==> src/rtl/pim_pkg.sv <==
package pim_pkg;
  localparam int DW         = 16;
  localparam int AW         = 5;
  localparam int PRE_BITS   = 32;
  localparam int SRC_LO     = 2;
  localparam int SRC_HI     = 7;
  localparam int BIT_LINKDN = 4;
  localparam int BIT_RFAULT = 5;

  localparam logic [AW-1:0] REG_CTRL  = 5'd0;
  localparam logic [AW-1:0] REG_STAT  = 5'd1;
  localparam logic [AW-1:0] REG_MODES = 5'd18;
  localparam logic [AW-1:0] REG_ISRC  = 5'd29;
  localparam logic [AW-1:0] REG_IMSK  = 5'd30;

  localparam logic [1:0] OP_WR = 2'b01;
  localparam logic [1:0] OP_RD = 2'b10;

  typedef enum logic [2:0] {F_PRE, F_ST, F_OP, F_PA, F_RA, F_TA, F_WD, F_RD} frm_e;

  // status word: fixed ability bits plus live fault (bit 4) and link (bit 2)
  function automatic logic [DW-1:0] status_word(input logic link, input logic rf);
    return 16'h7809 | {11'b0, rf, 1'b0, link, 2'b0};
  endfunction

  function automatic logic irq_any(input logic [5:0] src, input logic [5:0] msk);
    return |(src & msk);
  endfunction
endpackage

==> src/rtl/pim_sync.sv <==
module pim_sync #(
  parameter int W = 1
) (
  input  logic         clk,
  input  logic         rst_n,
  input  logic [W-1:0] d,
  output logic [W-1:0] q
);
  logic [W-1:0] meta;
  always_ff @(posedge clk or negedge rst_n) begin
    if (!rst_n) begin
      meta <= '0;
      q    <= '0;
    end else begin
      meta <= d;
      q    <= meta;
    end
  end
endmodule

==> src/rtl/pim_mdio_slave.sv <==
module pim_mdio_slave
  import pim_pkg::*;
#(
  parameter int PRE = PRE_BITS
) (
  input  logic          clk,
  input  logic          rst_n,
  input  logic          mdc_rise,
  input  logic          bit_in,
  input  logic [AW-1:0] my_addr,
  input  logic [DW-1:0] rd_data,
  output logic [AW-1:0] acc_addr,
  output logic          rd_stb,
  output logic          wr_stb,
  output logic [DW-1:0] wr_data,
  output logic          mdio_out,
  output logic          mdio_oe
);
  localparam int OW = $clog2(PRE + 1);

  frm_e          st;
  logic [OW-1:0] ones;
  logic [3:0]    cnt;
  logic [14:0]   sh;
  logic [DW-1:0] tx;
  logic          is_rd;
  logic [AW-1:0] ra_q;
  logic          addr_hit;

  assign addr_hit = ({sh[3:0], bit_in} == my_addr);
  assign acc_addr = (st == F_RA) ? {sh[3:0], bit_in} : ra_q;
  assign rd_stb   = mdc_rise && (st == F_RA) && (cnt == 4'd4) && is_rd;
  assign wr_stb   = mdc_rise && (st == F_WD) && (cnt == 4'd15);
  assign wr_data  = {sh, bit_in};

  always_ff @(posedge clk or negedge rst_n) begin
    if (!rst_n) begin
      st <= F_PRE; ones <= '0; cnt <= '0; sh <= '0; tx <= '0;
      is_rd <= 1'b0; ra_q <= '0; mdio_out <= 1'b0; mdio_oe <= 1'b0;
    end else if (mdc_rise) begin
      sh <= {sh[13:0], bit_in};
      case (st)
        F_PRE: begin
          if (bit_in) begin
            if (ones != OW'(PRE)) ones <= ones + 1'b1;
          end else begin
            if (ones == OW'(PRE)) st <= F_ST;
            ones <= '0;
          end
        end
        F_ST: begin
          cnt <= '0;
          st  <= bit_in ? F_OP : F_PRE;
        end
        F_OP: begin
          if (cnt == 4'd0) cnt <= 4'd1;
          else begin
            cnt <= '0;
            if ({sh[0], bit_in} == OP_WR) begin
              is_rd <= 1'b0; st <= F_PA;
            end else if ({sh[0], bit_in} == OP_RD) begin
              is_rd <= 1'b1; st <= F_PA;
            end else st <= F_PRE;
          end
        end
        F_PA: begin
          if (cnt == 4'd4) begin
            cnt <= '0;
            st  <= addr_hit ? F_RA : F_PRE;
          end else cnt <= cnt + 1'b1;
        end
        F_RA: begin
          if (cnt == 4'd4) begin
            cnt  <= '0;
            ra_q <= {sh[3:0], bit_in};
            st   <= F_TA;
            if (is_rd) tx <= rd_data;
          end else cnt <= cnt + 1'b1;
        end
        F_TA: begin
          if (cnt == 4'd0) begin
            cnt <= 4'd1;
            if (is_rd) begin mdio_oe <= 1'b1; mdio_out <= 1'b0; end
          end else begin
            cnt <= '0;
            if (is_rd) begin
              mdio_out <= tx[DW-1]; tx <= {tx[DW-2:0], 1'b0}; st <= F_RD;
            end else st <= F_WD;
          end
        end
        F_WD: begin
          if (cnt == 4'd15) begin cnt <= '0; st <= F_PRE; end
          else cnt <= cnt + 1'b1;
        end
        F_RD: begin
          if (cnt == 4'd15) begin
            cnt <= '0; mdio_oe <= 1'b0; mdio_out <= 1'b0; st <= F_PRE;
          end else begin
            cnt <= cnt + 1'b1;
            mdio_out <= tx[DW-1]; tx <= {tx[DW-2:0], 1'b0};
          end
        end
        default: st <= F_PRE;
      endcase
    end
  end

  AST_OE_ONLY_IN_READ: assert property (@(posedge clk) disable iff (!rst_n)
    mdio_oe |-> (st == F_TA || st == F_RD));
  AST_TA_DRIVES_ZERO: assert property (@(posedge clk) disable iff (!rst_n)
    (mdio_oe && st == F_TA) |-> !mdio_out);
  AST_WRITE_AFTER_HIT: assert property (@(posedge clk) disable iff (!rst_n)
    wr_stb |-> !is_rd);
endmodule

==> src/rtl/pim_src_regs.sv <==
module pim_src_regs
  import pim_pkg::*;
(
  input  logic          clk,
  input  logic          rst_n,
  input  logic          strap_addr0,
  input  logic [SRC_HI:SRC_LO] ev_lvl,
  input  logic          link_up,
  input  logic          rfault,
  input  logic [AW-1:0] acc_addr,
  input  logic          rd_stb,
  input  logic          wr_stb,
  input  logic [DW-1:0] wr_data,
  output logic [DW-1:0] rd_data,
  output logic [AW-1:0] phy_addr,
  output logic          irq_n
);
  localparam logic [SRC_HI:SRC_LO] PREV_RST = 6'b000100; // link-down level idle high

  logic [SRC_HI:SRC_LO] prev, src, msk, set_e, clr_e, rclr;
  logic [DW-1:0]        ctrl;

  always_ff @(posedge clk or negedge rst_n) begin
    if (!rst_n) prev <= PREV_RST;
    else        prev <= ev_lvl;
  end

  for (genvar i = SRC_LO; i <= SRC_HI; i++) begin : g_src
    localparam bit STAT_CLR = (i == BIT_LINKDN) || (i == BIT_RFAULT);
    localparam bit EDGE_CLR = (i != BIT_LINKDN);
    assign set_e[i] = ev_lvl[i] & ~prev[i];
    assign clr_e[i] = EDGE_CLR & ~ev_lvl[i] & prev[i];
    assign rclr[i]  = rd_stb && (acc_addr == REG_ISRC || (STAT_CLR && acc_addr == REG_STAT));
    always_ff @(posedge clk or negedge rst_n) begin
      if (!rst_n)                   src[i] <= 1'b0;
      else if (set_e[i])            src[i] <= 1'b1;
      else if (clr_e[i] | rclr[i])  src[i] <= 1'b0;
    end
  end

  always_ff @(posedge clk or negedge rst_n) begin
    if (!rst_n) begin
      msk   <= '0;
      ctrl  <= 16'h1000;
      irq_n <= 1'b1;
    end else begin
      irq_n <= ~irq_any(src, msk);
      if (wr_stb && acc_addr == REG_IMSK) msk <= wr_data[SRC_HI:SRC_LO];
      if (wr_stb && acc_addr == REG_CTRL) ctrl <= wr_data;
      else if (ctrl[9])                   ctrl[9] <= 1'b0;
    end
  end

  always_ff @(posedge clk) begin
    if (!rst_n)                                phy_addr <= {4'b0, strap_addr0};
    else if (wr_stb && acc_addr == REG_MODES)  phy_addr <= wr_data[AW-1:0];
  end

  always_comb begin
    case (acc_addr)
      REG_CTRL:  rd_data = ctrl;
      REG_STAT:  rd_data = status_word(link_up, rfault);
      REG_MODES: rd_data = {11'b0, phy_addr};
      REG_ISRC:  rd_data = {8'b0, src, 2'b0};
      REG_IMSK:  rd_data = {8'b0, msk, 2'b0};
      default:   rd_data = '0;
    endcase
  end

  AST_SET_WINS: assert property (@(posedge clk) disable iff (!rst_n)
    set_e[BIT_RFAULT] |=> src[BIT_RFAULT]);
  AST_READ_CLEARS: assert property (@(posedge clk) disable iff (!rst_n)
    (rd_stb && acc_addr == REG_ISRC && set_e == '0) |=> (src == '0));
  AST_RESTART_SC: assert property (@(posedge clk) disable iff (!rst_n)
    ctrl[9] |=> !ctrl[9]);
  AST_IRQ_FOLLOWS: assert property (@(posedge clk) disable iff (!rst_n)
    irq_n == !$past(irq_any(src, msk)));
endmodule

==> src/rtl/phy_irq_mgmt.sv <==
module phy_irq_mgmt
  import pim_pkg::*;
(
  input  logic clk,
  input  logic rst_n,
  input  logic strap_addr0,
  input  logic mdc,
  input  logic mdio_in,
  output logic mdio_out,
  output logic mdio_oe,
  input  logic ev_energy,
  input  logic ev_an_done,
  input  logic ev_rfault,
  input  logic ev_link_up,
  input  logic ev_lp_ack,
  input  logic ev_pd_fault,
  output logic irq_n
);
  logic [1:0]    sync_q;
  logic          mdc_d, mdc_rise;
  logic [AW-1:0] acc_addr, phy_addr;
  logic          rd_stb, wr_stb;
  logic [DW-1:0] wr_data, rd_data;
  logic [SRC_HI:SRC_LO] ev_lvl;

  pim_sync #(.W(2)) u_sync (
    .clk(clk), .rst_n(rst_n), .d({mdc, mdio_in}), .q(sync_q)
  );

  always_ff @(posedge clk or negedge rst_n) begin
    if (!rst_n) mdc_d <= 1'b0;
    else        mdc_d <= sync_q[1];
  end
  assign mdc_rise = sync_q[1] & ~mdc_d;

  assign ev_lvl = {ev_energy, ev_an_done, ev_rfault, ~ev_link_up, ev_lp_ack, ev_pd_fault};

  pim_mdio_slave u_slave (
    .clk(clk), .rst_n(rst_n), .mdc_rise(mdc_rise), .bit_in(sync_q[0]),
    .my_addr(phy_addr), .rd_data(rd_data), .acc_addr(acc_addr),
    .rd_stb(rd_stb), .wr_stb(wr_stb), .wr_data(wr_data),
    .mdio_out(mdio_out), .mdio_oe(mdio_oe)
  );

  pim_src_regs u_regs (
    .clk(clk), .rst_n(rst_n), .strap_addr0(strap_addr0), .ev_lvl(ev_lvl),
    .link_up(ev_link_up), .rfault(ev_rfault), .acc_addr(acc_addr),
    .rd_stb(rd_stb), .wr_stb(wr_stb), .wr_data(wr_data), .rd_data(rd_data),
    .phy_addr(phy_addr), .irq_n(irq_n)
  );

  AST_RESET_IDLE: assert property (@(posedge clk) disable iff (!rst_n)
    $rose(rst_n) |-> (irq_n && !mdio_oe));
endmodule

==> config.mk <==
export PLATFORM = sky130hd
export DESIGN_NAME = phy_irq_mgmt
export DESIGN_NICKNAME = d
export VERILOG_FILES = /design/src/rtl/pim_pkg.sv /design/src/rtl/pim_sync.sv /design/src/rtl/pim_mdio_slave.sv /design/src/rtl/pim_src_regs.sv /design/src/rtl/phy_irq_mgmt.sv
export SDC_FILE = /design/constraint.sdc
export NUM_CORES = 1
export LEC_CHECK = 0
export BUFFER_PORTS_ARGS = -buffer_cell sky130_fd_sc_hd__buf_4
export CAP_MARGIN = 40
export CORE_MARGIN = 2
export CORE_UTILIZATION = 45
export CTS_CLUSTER_DIAMETER = 200
export DETAILED_ROUTE_END_ITERATION = 6
export PLACE_DENSITY = 0.72
export SLEW_MARGIN = 0
export SYNTH_ARGS = -nofsm -noshare
export SYNTH_HDL_FRONTEND = slang
export SYNTH_SLANG_ARGS = --single-unit
==> constraint.sdc <==
create_clock -name clk -period 2.1 [get_ports clk]
set_input_delay 0.42 -clock clk [delete_from_list [all_inputs] [get_ports clk]]
set_output_delay 0.42 -clock clk [all_outputs]
set_load 0.05 [all_outputs]
# ---- Word level (Yosys, flattened, before mapping)
# Index checks and enable logic that the tools add are counted.
dict set report totals {
  output_inout_bits 3
  reg_bits 97
  input_bits 11
}
dict set report classes {
  reduce_logical 36
  n_bitwise 33
  eq_ne 32
  mux 53
  add_sub_neg 2
}
# op n
set ops {}
lappend ops {{16-bit two-way mux} 5}
lappend ops {{16-bit one-hot mux with 5 select lines} 1}
lappend ops {{16-bit one-hot mux with 3 select lines} 1}
lappend ops {{3-bit two-way mux} 9}
lappend ops {{1-bit two-way mux} 26}
lappend ops {{3-bit one-hot mux with 7 select lines} 1}
lappend ops {{2-bit by 1-bit != test with 1-bit output (second input constant)} 9}
lappend ops {{4-bit one-hot mux with 4 select lines} 1}
lappend ops {{2-bit nonzero test} 8}
lappend ops {{5-bit == test (second input constant)} 3}
lappend ops {{1-bit inverter} 15}
lappend ops {{1-bit AND} 12}
lappend ops {{3-bit == test (second input constant)} 4}
lappend ops {{6-bit two-way mux} 2}
lappend ops {{1-bit logical AND} 10}
lappend ops {{2-bit != test (second input constant)} 5}
lappend ops {{3-bit AND reduction} 3}
lappend ops {{4-bit two-way mux} 2}
lappend ops {{8-bit AND reduction} 1}
lappend ops {{7-bit AND reduction} 1}
lappend ops {{6-bit by 1-bit adder with 6-bit output (second input constant)} 1}
lappend ops {{6-bit AND} 1}
lappend ops {{3-bit by 2-bit == test with 1-bit output (second input constant)} 2}
lappend ops {{6-bit == test (second input constant)} 1}
lappend ops {{24 further kinds} 32}

# ---- Depth between registers and ports, before layout
# Gate-level depths: netlist of the first run.
dict set report logic_depth {
  ltp_word 9
  ltp_mapped 10
  mapped_depth_nobuf 7
}

# ---- Modules after synthesis
# A second synthesis of the first run with hierarchy kept.
dict set report unflattened {
  cells_unflattened 425
  area_unflattened_um2 4837.1
}
# module cells_each instances area_per_inst_um2
set by_module_without_submodules {}
lappend by_module_without_submodules {pim_mdio_slave 270 1 2875.3}
lappend by_module_without_submodules {pim_src_regs 148 1 1819.2}
lappend by_module_without_submodules {pim_sync 4 1 100.1}
lappend by_module_without_submodules {phy_irq_mgmt 3 1 42.5}

# ---- Worst setup path before layout of the first run
# OpenSTA, ideal clock, no wires.
dict set report synth_timing {
  path_type {register to register}
  startpoint {register u_slave.cnt[0]}
  endpoint {register u_slave.tx[1]}
  setup_ns 0.142
  synth_period_minus_slack_ns 2.308
  n_path_buf 3
  path_stages_with_launch 10
  arrival_time_ns 2.165
  slack_ns -0.208
  t_required_ns 1.958
  path_cell_list {dfrtp_1 > inv_1 > ha_1 > or3b_2 > clkbuf_1 > a21boi_0 > nand4b_1 > buf_2 > buf_1 > o221ai_1}
}
dict set report synth_between {
  elab_chain_cells 3
  elab_cells_between_ends 7
}
# item line
set synth_lines {}
lappend synth_lines {{from (decl)} pim_mdio_slave.sv:23} ;# logic [3:0] cnt;
lappend synth_lines {{from (signal assigned)} pim_mdio_slave.sv:70} ;# end else cnt <= cnt + 1'b1;
lappend synth_lines {{from (signal assigned)} pim_mdio_slave.sv:78} ;# end else cnt <= cnt + 1'b1;
lappend synth_lines {{from (signal assigned)} pim_mdio_slave.sv:93} ;# else cnt <= cnt + 1'b1;
lappend synth_lines {{4-bit by 3-bit == test with 1-bit output, or another cell as far along} pim_mdio_slave.sv:73} ;# if (cnt == 4'd4) begin
lappend synth_lines {{2-bit != test (no line)} n/a}
lappend synth_lines {{7-bit AND reduction (no line) (*)} n/a}
lappend synth_lines {{to (signal assigned)} pim_mdio_slave.sv:77} ;# if (is_rd) tx <= rd_data;
lappend synth_lines {{to (signal assigned)} pim_mdio_slave.sv:100} ;# mdio_out <= tx[DW-1]; tx <= {tx[DW-2:0], 1'b0};
lappend synth_lines {{to (decl)} pim_mdio_slave.sv:25} ;# logic [DW-1:0] tx;
# Every way passes the cells marked *; elsewhere a longest branch is shown, timed or not.
# A chain may end at the register's enable or synchronous reset.

# ---- Worst setup path in the final report of the first run
dict set report layout_timing {
  startpoint {register u_slave.st[0]}
  endpoint {register u_regs.ctrl[6]}
}
dict set report layout_between {
  elab_chain_cells 4
  elab_cells_between_ends 7
}
# item line
set layout_lines {}
lappend layout_lines {{from (decl)} pim_mdio_slave.sv:21} ;# frm_e st;
lappend layout_lines {{from (signal assigned)} pim_mdio_slave.sv:53} ;# st <= bit_in ? F_OP : F_PRE;
lappend layout_lines {{from (signal assigned)} pim_mdio_slave.sv:69} ;# st <= addr_hit ? F_RA : F_PRE;
lappend layout_lines {{3-bit == test, on equally long branches} {pim_mdio_slave.sv:31, pim_mdio_slave.sv:33}}
lappend layout_lines {{5-bit two-way mux or 1-bit logical AND (tied branches)} {pim_mdio_slave.sv:31, pim_mdio_slave.sv:33}}
lappend layout_lines {{5-bit zero test or 1-bit logical AND (tied branches)} {pim_src_regs.sv:49, pim_mdio_slave.sv:33}}
lappend layout_lines {{1-bit logical AND (*)} pim_src_regs.sv:49} ;# if (wr_stb && acc_addr == REG_CTRL) ctrl <= wr_data;
lappend layout_lines {{to (signal assigned)} pim_src_regs.sv:49}
lappend layout_lines {{to (decl)} pim_src_regs.sv:21} ;# logic [DW-1:0] ctrl;
# Marks and branches as above.

==> results of run 1 <==
==> metrics by stage <==
stage          std cells  total power, uW  TNS, ns  worst slack, ns
3_3_place_gp         643             2370    -1.84           -0.187
6_report             670             3590    -2.48           -0.145
2_1_floorplan        472             2220    -1.70           -0.173
4_1_cts              662             3610   -0.921          -0.0730
5_1_grt              670             3750    -3.57           -0.192
3_5_place_dp         644             2390    -2.31           -0.116
==> cells by family (layout without fill, tap and decap cells) <==
family / after synthesis / count (layout) / synth area share [%]
and+or+nand+nor: 178 / 178 / 18.7
AOI/OAI and AO/OA: 100 / 100 / 14.9
DFF: 97 / 97 / 50.6
buffers and inverters: 43 / 105 / 3.64
muxes: 38 / 38 / 8.70
xor gates and xnor gates: 11 / 11 / 2.02
adders and majority gates: 5 / 5 / 1.31
==> final timing paths <==
| kind | end | slack (ns) | cells after the start |
|---|---|---|---|
| max in group asynchronous | u_slave.sh[0]$_DFFE_PN0P_ | 0.71 | 3 |
| hold reg to reg | u_sync.q[1]$_DFF_PN0_ | 0.35 | 0 |
| setup reg to reg | u_regs.ctrl[6]$_DFFE_PN0N_ | -0.15 | 7 |
| hold / removal | u_sync.meta[0]$_DFF_PN0_ | 0.15 | 1 |
| min in group asynchronous | u_slave.ones[0]$_DFFE_PN0P_ | 0.46 | 2 |
| setup / recovery | u_regs.ctrl[6]$_DFFE_PN0N_ | -0.15 | 7 |
==> worst register-to-register path, delay by kind of cell, from the launching register on <==
kind / cells / cell delay [ns]
buffers and inverters: 2 / 0.37
AND/OR/NAND/NOR: 2 / 0.63
flip-flops: 1 / 0.40
AO/OA/AOI/OAI: 1 / 0.23
multiplexers: 2 / 0.51
==> cells in the final DEF (no fill, tap or decap), drive strengths merged, types with 13 or more instances in the layout <==
| cell type | n |
|---|---|
| inv | 15 |
| a22oi | 13 |
| nand2 | 85 |
| nor2b | 14 |
| o21ai | 18 |
| dfrtp | 89 |
| mux2 | 28 |
| nor2 | 16 |
| buf | 71 |
==> synth_stat cells, types with 3 or more instances <==
cell type	number
sky130_fd_sc_hd__a22o_1	4
sky130_fd_sc_hd__dfstp_2	3
sky130_fd_sc_hd__a21boi_0	10
sky130_fd_sc_hd__nor4b_1	5
sky130_fd_sc_hd__a21o_1	3
sky130_fd_sc_hd__nor3_1	6
sky130_fd_sc_hd__a31oi_1	8
sky130_fd_sc_hd__o221ai_1	5
sky130_fd_sc_hd__inv_1	15
sky130_fd_sc_hd__o211ai_1	3
sky130_fd_sc_hd__ha_1	5
sky130_fd_sc_hd__a221oi_1	3
sky130_fd_sc_hd__a22oi_1	13
sky130_fd_sc_hd__o2bb2ai_1	7
sky130_fd_sc_hd__dfxtp_1	4
sky130_fd_sc_hd__buf_1	3
sky130_fd_sc_hd__nor3b_1	5
sky130_fd_sc_hd__a21oi_1	7
sky130_fd_sc_hd__o31ai_1	3
sky130_fd_sc_hd__nand2_1	85
sky130_fd_sc_hd__dfrtp_1	89
sky130_fd_sc_hd__a2bb2oi_1	4
sky130_fd_sc_hd__nor4_1	7
sky130_fd_sc_hd__nand3_1	11
sky130_fd_sc_hd__nand4_1	3
sky130_fd_sc_hd__buf_2	4
sky130_fd_sc_hd__and3_1	7
sky130_fd_sc_hd__nand2b_1	3
sky130_fd_sc_hd__nor2_1	16
sky130_fd_sc_hd__clkbuf_1	20
sky130_fd_sc_hd__or3_1	4
sky130_fd_sc_hd__o21ai_0	18
sky130_fd_sc_hd__mux2_2	28
sky130_fd_sc_hd__nor2b_1	14
sky130_fd_sc_hd__o22ai_1	4
sky130_fd_sc_hd__xnor2_1	10
sky130_fd_sc_hd__mux2i_1	10
==> final cells by class <==
type / count / area, um^2
inverters: 15 / 56.3
flip-flops and latches: 97 / 2420
clock inverters: 6 / 68.8
multi-input cells: 332 / 2420
clock buffers: 10 / 128
repair buffers: 74 / 629
fillers: 850 / 4440
well taps: 136 / 170
==> sequential cells by signal (all words and copies together) (netlist names) <==
| signal | count |
|---|---|
| mdc_d | 1 |
| u_regs.ctrl | 16 |
| u_regs.irq_n | 1 |
| u_regs.msk | 6 |
| u_regs.phy_addr | 5 |
| u_regs.prev | 6 |
| u_regs.src | 6 |
| u_slave.cnt | 4 |
| u_slave.is_rd | 1 |
| u_slave.mdio_oe | 1 |
| u_slave.mdio_out | 1 |
| u_slave.ones | 6 |
| u_slave.ra_q | 5 |
| u_slave.sh | 15 |
| u_slave.st | 3 |
| u_slave.tx | 16 |
| u_sync.meta | 2 |
| u_sync.q | 2 |
==> power by group through the flow <==
stage	logic (uW)	registers [uW]	clock network (uW)
finish	339	2030	1220
CTS	330	2030	1250
global route	377	2050	1330
global placement	310	2060	0
floorplan	178	2050	0
detailed placement	325	2070	0
==> timing repair <==
| action | in CTS | in global routing |
|---|---|---|
| setup endpoints to repair | 32 | 43 |
| pin swaps | 0 | 6 |
| buffers inserted | 1 | 7 |
| hold buffers | 1 | 0 |
| resized for setup | 7 | 48 |
| endpoints found under the hold margin | 16 | 0 |
| cloned | 0 | 1 |
==> routing by layer <==
metal	vias to the layer above	global-route usage, %	share of wire, %	wire, um
met1	1892	27.5	46	5180
met4	0	7.98	2.2	250
li1	1798	-	-	-
met5	-	0	0	0
met2	78	31.8	48	5400
met3	26	3.77	3.6	406
==> impl_summary.log, run 1 <==
INFO  metric detail-route-antenna-nets = 0
INFO  metric cpMaxStageDelayCell = sky130_fd_sc_hd__or3b_4
INFO  metric layout-drive-gt1-share = between 20 and 30%
INFO  metric max-clock-path-buffers = 2
INFO  metric nets = 545
INFO  metric clk_pin_slew_worst_paths = 0.09 ns
INFO  metric utilization = 57.0%
INFO  metric final_cell_area = 5880 um^2
INFO  metric cts-buffers-inserted = 9
INFO  metric yosysWarnings = 0
INFO  metric power.density_cell_area = 609 nW/um^2
INFO  metric grt_pass1_vias = between 3k and 4k
INFO  metric synth.net_count = 488
INFO  metric fin_worst_hold_slack = 0.151 ns
INFO  metric routed_vias = 3794
INFO  metric rsz_0062_raised_after_global_routing = yes
INFO  metric synth_largest_area_cell = sky130_fd_sc_hd__dfrtp_1
INFO  metric final-max-slew-violation-count = 0
INFO  metric tightest_slew = ~0.63 ns
INFO  metric netlist_area = ~4800 um^2
INFO  metric via_per_inst = around 5.7
INFO  metric die_height = 107 um
INFO  metric grt_antenna_before_repair = 0
INFO  metric gp_congestion = 0.843
INFO  metric cp-start-kind = register
INFO  metric switching_share = approximately a quarter
INFO  metric maximum_clock_frequency = about 0.45 GHz
INFO  metric crit_fanout = 8
INFO  metric cts_max_level = 3
INFO  metric port-buffer-count = 13
INFO  metric setup.worst_path.start = u_slave.st[0]$_DFFE_PN0P_
INFO  metric hold_start = mdio_in
INFO  metric netlist_instances = 472
INFO  metric proportion_of_synthesized_chip_area_in_sequential_cells = 50.6%
INFO  metric core_area = 10300 um^2
INFO  metric path_class_of_the_lowest_slack_min_delay_path = input port to register
INFO  metric yosys-top-cells-area = sky130_fd_sc_hd__dfrtp_1 (47%), sky130_fd_sc_hd__nand2_1 (6.7%), sky130_fd_sc_hd__mux2_2 (6.6%)
INFO  metric yosys.area.top_type_share = between 40% and 50%
INFO  metric synth_cell_types = 56
INFO  metric antenna_cells = 0
INFO  metric required = about 2.4 ns
INFO  metric crit_path_max_incr_delay = 0.42 ns
INFO  metric ioPinCount = 14
INFO  metric worst_skew_pair.late_latency = 0.37 ns
INFO  metric die_w = between 100 and 150 um
INFO  metric cts_tree = done
INFO  metric grt_pass1_wl = 18200 um
INFO  metric post-route-worst-setup-slack = -0.145 ns
INFO  metric dieArea = 11400 um^2
INFO  metric drt_pass1_iterations = 5
INFO  metric clock-sinks = 97
INFO  metric pwr-share-comb = 9.5%
INFO  metric drt-wirelength-per-cell = between 15 and 20 um
INFO  metric worst_r2r_src = u_slave.st[0]$_DFFE_PN0P_
INFO  metric drv_cap = 0
INFO  metric run_status = finished, violations left
INFO  metric power.switching = 941 uW
INFO  metric critical_path.top_delay_family = simple AND/OR/NAND/NOR gates
INFO  metric grt_remaining_overflow = 0
INFO  metric relSlewSlack = 57.7%
INFO  metric worst-path-buf-inv = 2
INFO  metric timing.final.setup_violations = 24
INFO  metric p_seq_share = a little under three fifths
INFO  metric fin_worst_skew = 0.00668 ns
INFO  metric core.rowCount = 37
INFO  metric timing.final.hold_violations = 0
INFO  metric asyncSetResetFlopFracSynth = 94.8%
INFO  metric vdd.ir_drop.worst = 0.354 mV
INFO  metric cell_leakage_power = 0.00261 uW
INFO  metric placement.cell_area = 5340 um^2
INFO  metric worstSetupEndpointType = register
INFO  metric number_of_flops_mapped_to_enable_cells_by_yosys = 1
INFO  metric initial_utilization = 46.2%
INFO  metric failing_checks = setup timing
INFO  metric dp_hpwl = 7650 um
INFO  metric drt_iter0_drc = between 150 and 200
INFO  metric chain_of_cells_forming_the_critical_path = or3b_4 -> mux2i_2 -> a21boi_4 -> nor4b_4 -> buf_4 -> clkbuf_16 -> mux2_4
INFO  metric clk_root_buf = sky130_fd_sc_hd__clkbuf_8
INFO  metric syn_to_final_growth = 23.3%
INFO  metric detail_route.drc_violations = 0
INFO  metric criticalPathCategory = register to register
INFO  metric grt_start_max_net_pins = 51
INFO  metric wirelength = roughly 11000 um
INFO  metric pwr-share-clk = 33.9%
INFO  metric postSynthRegisterBits = 97
INFO  metric period_minus_slack = approximately 2.2 ns
INFO  metric final.period_utilization = 107%
INFO  metric gr-usage-all-layers = 20.1%
INFO  metric worstPathArrival = 2.51 ns
INFO  metric internal_power = around 2600 uW
INFO  metric yosys_most_used_dff = sky130_fd_sc_hd__dfrtp_1
INFO  metric syn_avg_cell_area = ~10 um^2
Note: power is estimated with default switching activity, not from simulation.
==> run 2: changes to the inputs <==
--- a/config.mk
+++ b/config.mk
@@ -9,6 +9,7 @@
 export CAP_MARGIN = 40
 export CORE_MARGIN = 2
 export CORE_UTILIZATION = 45
+export CTS_BUF_LIST = sky130_fd_sc_hd__clkbuf_4
 export CTS_CLUSTER_DIAMETER = 200
 export DETAILED_ROUTE_END_ITERATION = 6
 export PLACE_DENSITY = 0.72
==> run 2 against run 1 <==
Against the previous run:
- the flow still finishes with violations (setup timing)
- global-route usage barely moved
- non-clock buffer count shrank 4
- combinational power is 1% lower
- via count is the same
- power fell by 5.5%
- critical path depth unchanged
- largest cell class unchanged
==> impl_summary.log, run 2 (synthesized netlist as in run 1, its figures left out) <==
INFO  metric run_status = finished, violations left
INFO  metric failing_checks = setup timing
INFO  metric die_height = 107 um (unchanged)
INFO  metric gr-usage-all-layers = 20.2% (+0.050 points)
INFO  metric timing.final.hold_violations = 0 (unchanged)
INFO  metric syn_to_final_growth = 21.1%
INFO  metric maximum_clock_frequency = 0.442 GHz (-0.72%)
INFO  metric port-buffer-count = 13 (unchanged)
INFO  metric cp-start-kind = register
INFO  metric drv_cap = 0 (unchanged)
INFO  metric drt_pass1_iterations = 5 (unchanged)
INFO  metric dp_hpwl = 7650 um (unchanged)
INFO  metric worst-path-buf-inv = 2 (unchanged)
INFO  metric post-route-worst-setup-slack = -0.162 ns (-0.0162 ns)
INFO  metric drt-wirelength-per-cell = 16.9 um (+0.59%)
INFO  metric final-max-slew-violation-count = 0 (unchanged)
INFO  metric timing.final.setup_violations = 16 (-33%)
INFO  metric critical_path.top_delay_family = simple AND/OR/NAND/NOR gates
INFO  metric layout.cells.most_common_list = sky130_fd_sc_hd__dfrtp_1 (89), sky130_fd_sc_hd__nand2_1 (83), sky130_fd_sc_hd__buf_4 (60)
INFO  metric period_minus_slack = 2.26 ns (+0.0162 ns)
INFO  metric grt_pass1_wl = 18200 um (unchanged)
INFO  metric max-clock-path-buffers = 2 (unchanged)
INFO  metric routed_vias = 3794 (unchanged)
INFO  metric final.period_utilization = 108% (+0.77 points)
INFO  metric layout-drive-gt1-share = 27.5% (-0.92 points)
INFO  metric detail-route-antenna-nets = 0 (unchanged)
INFO  metric die_w = 107 um (unchanged)
INFO  metric layout_commonest_cell = sky130_fd_sc_hd__dfrtp_1
INFO  metric worstSetupEndpointType = register
INFO  metric cts-buffers-inserted = 9 (unchanged)
INFO  metric final_cell_area = 5780 um^2 (-1.8%)
INFO  metric rsz_0062_raised_after_global_routing = yes
INFO  metric fin_tns_setup = -2.24 ns (+0.233 ns)
INFO  metric grt_antenna_before_repair = 0 (unchanged)
INFO  metric grt_pass1_vias = 3694 (-0.94%)
INFO  metric relSlewSlack = 57.1% (-0.61 points)
INFO  metric worstPathArrival = 2.61 ns (+0.10 ns)
INFO  metric placement.cell_area = 5340 um^2 (unchanged)
INFO  metric grt_start_max_net_pins = 51 (unchanged)
INFO  metric cell_leakage_power = 0.00257 uW (-1.5%)
INFO  metric path_class_of_the_lowest_slack_min_delay_path = input port to register
INFO  metric core_area = 10300 um^2 (unchanged)
INFO  metric wirelength = 11200 um (about the same)
INFO  metric grt_remaining_overflow = 0 (unchanged)
INFO  metric antenna_cells = 0 (unchanged)
INFO  metric dieArea = 11400 um^2 (unchanged)
INFO  metric worst_skew_pair.late_latency = 0.46 ns (+0.09 ns)
INFO  metric clock-sinks = 97 (unchanged)
INFO  metric cpMaxStageDelayCell = sky130_fd_sc_hd__dfrtp_1
INFO  metric crit_path_max_incr_delay = 0.43 ns (about the same)
INFO  metric ioPinCount = 14 (unchanged)
INFO  metric largest_registers = u_regs.ctrl x16, u_slave.tx x16, u_slave.sh x15
INFO  metric detail_route.drc_violations = 0 (unchanged)
INFO  metric crit_fanout = 8 (unchanged)
INFO  metric clk_pin_slew_worst_paths = 0.15 ns (+0.06 ns)
INFO  metric core.rowCount = 37 (unchanged)
INFO  metric criticalPathCategory = register to register
INFO  metric gp_congestion = 0.843 (unchanged)
INFO  metric cts_tree = done
INFO  metric clk_root_buf = sky130_fd_sc_hd__clkbuf_4
INFO  metric tightest_slew = 0.643 ns (+0.00916 ns)
INFO  metric drt_iter0_drc = 234 (+20%)
INFO  metric initial_utilization = 46.2% (unchanged)
INFO  metric power.density_cell_area = 586 nW/um^2 (-3.8%)
INFO  metric cts_max_level = 3 (unchanged)
INFO  metric chain_of_cells_forming_the_critical_path = or3b_4 -> mux2i_2 -> a21boi_4 -> nor4b_4 -> buf_4 -> buf_12 -> mux2_4
INFO  metric via_per_inst = 5.70 (+0.60%)
INFO  metric vdd.ir_drop.worst = 0.422 mV (+19%)
INFO  metric fin_worst_skew = 0.0154 ns (+0.00870 ns)
INFO  metric required = 2.45 ns (+0.09 ns)
INFO  metric nets = 541 (-0.73%)
[run 2: cell types whose count changed in the layout (fill, tap and decap cells not counted), moves of 2 or more]
cell and delta:
sky130_fd_sc_hd__clkbuf_8 -9, sky130_fd_sc_hd__buf_4 -3, sky130_fd_sc_hd__nor4b_1 +2, sky130_fd_sc_hd__clkbuf_4 +10, sky130_fd_sc_hd__nor4b_2 -2
[run 2: area by class of cell]
type                            instances  area, um^2
Timing Repair Buffer                   70         596
Fill cell                             867        4540
Clock inverter                          6        68.8
Tap cell                              136         170
Multi-Input combinational cell        332        2400
Inverter                               15        56.3
Clock buffer                           10        75.1
Sequential cell                        97        2420
[run 2: worst reg2reg max path, delay by kind of cell, from the launching register on]
family          cells  cell delay (ns)
flops               1             0.43
compound gates      1             0.23
buf+inv             2             0.34
simple gates        2             0.64
mux                 2             0.53
[run 2: report_power, final]
group / switching [uW] / total (uW) / leakage [uW] / internal [uW]
Combinational: 204 / 335 / 0.00124 / 132
Clock: 637 / 1020 / 0.0000766 / 381
Sequential: 75.5 / 2030 / 0.00125 / 1960
[run 2: per-stage QoR]
stage / total power, uW / util [%] / hold slack, ns / worst slack (ns) / instances
after floorplan: 2220 / - / 0.124 / -0.173 / 472
after global placement: 2370 / 51.6 / 0.316 / -0.187 / 643
after detailed placement: 2390 / 51.7 / 0.318 / -0.116 / 644
after CTS: 3410 / 53.8 / 0.0375 / -0.0862 / 663
after global routing: 3550 / 56.0 / 0.0214 / -0.228 / 666
final: 3390 / 56.0 / 0.0644 / -0.162 / 666
[run 2: worst paths after layout]
| check | cells past startpoint | startpoint | slack, ns | end |
|---|---|---|---|---|
| worst max-delay path | 7 | u_slave.st[0]$_DFFE_PN0P_ | -0.16 | u_regs.ctrl[1]$_DFFE_PN0N_ |
| worst min-delay path | 1 | ev_an_done | 0.06 | u_regs.prev[6]$_DFF_PN0_ |
| worst max register to register | 7 | u_slave.st[0]$_DFFE_PN0P_ | -0.16 | u_regs.ctrl[1]$_DFFE_PN0N_ |
| worst min register to register | 0 | u_sync.meta[1]$_DFF_PN0_ | 0.36 | u_sync.q[1]$_DFF_PN0_ |
| max in group asynchronous | 3 | rst_n | 0.80 | u_slave.sh[3]$_DFFE_PN0P_ |
| min in group asynchronous | 2 | rst_n | 0.37 | u_slave.ones[0]$_DFFE_PN0P_ |
[run 2: per-layer routing]
layer	up-vias	wire length (um)	track usage [%]
met5	-	0	0
met4	0	282	10.2
li1	1782	-	-
met1	1884	5240	27.9
met2	106	5300	31.3
met3	22	414	2.61
[run 2: what timing repair did]
item                                   in CTS  in global routing
resized for setup                           7                 45
pin swaps                                   0                  5
buffers inserted                            2                  2
endpoints found under the hold margin      16                  0
cloned                                      0                  1
hold buffers                                1                  0
setup endpoints to repair                  32                 43
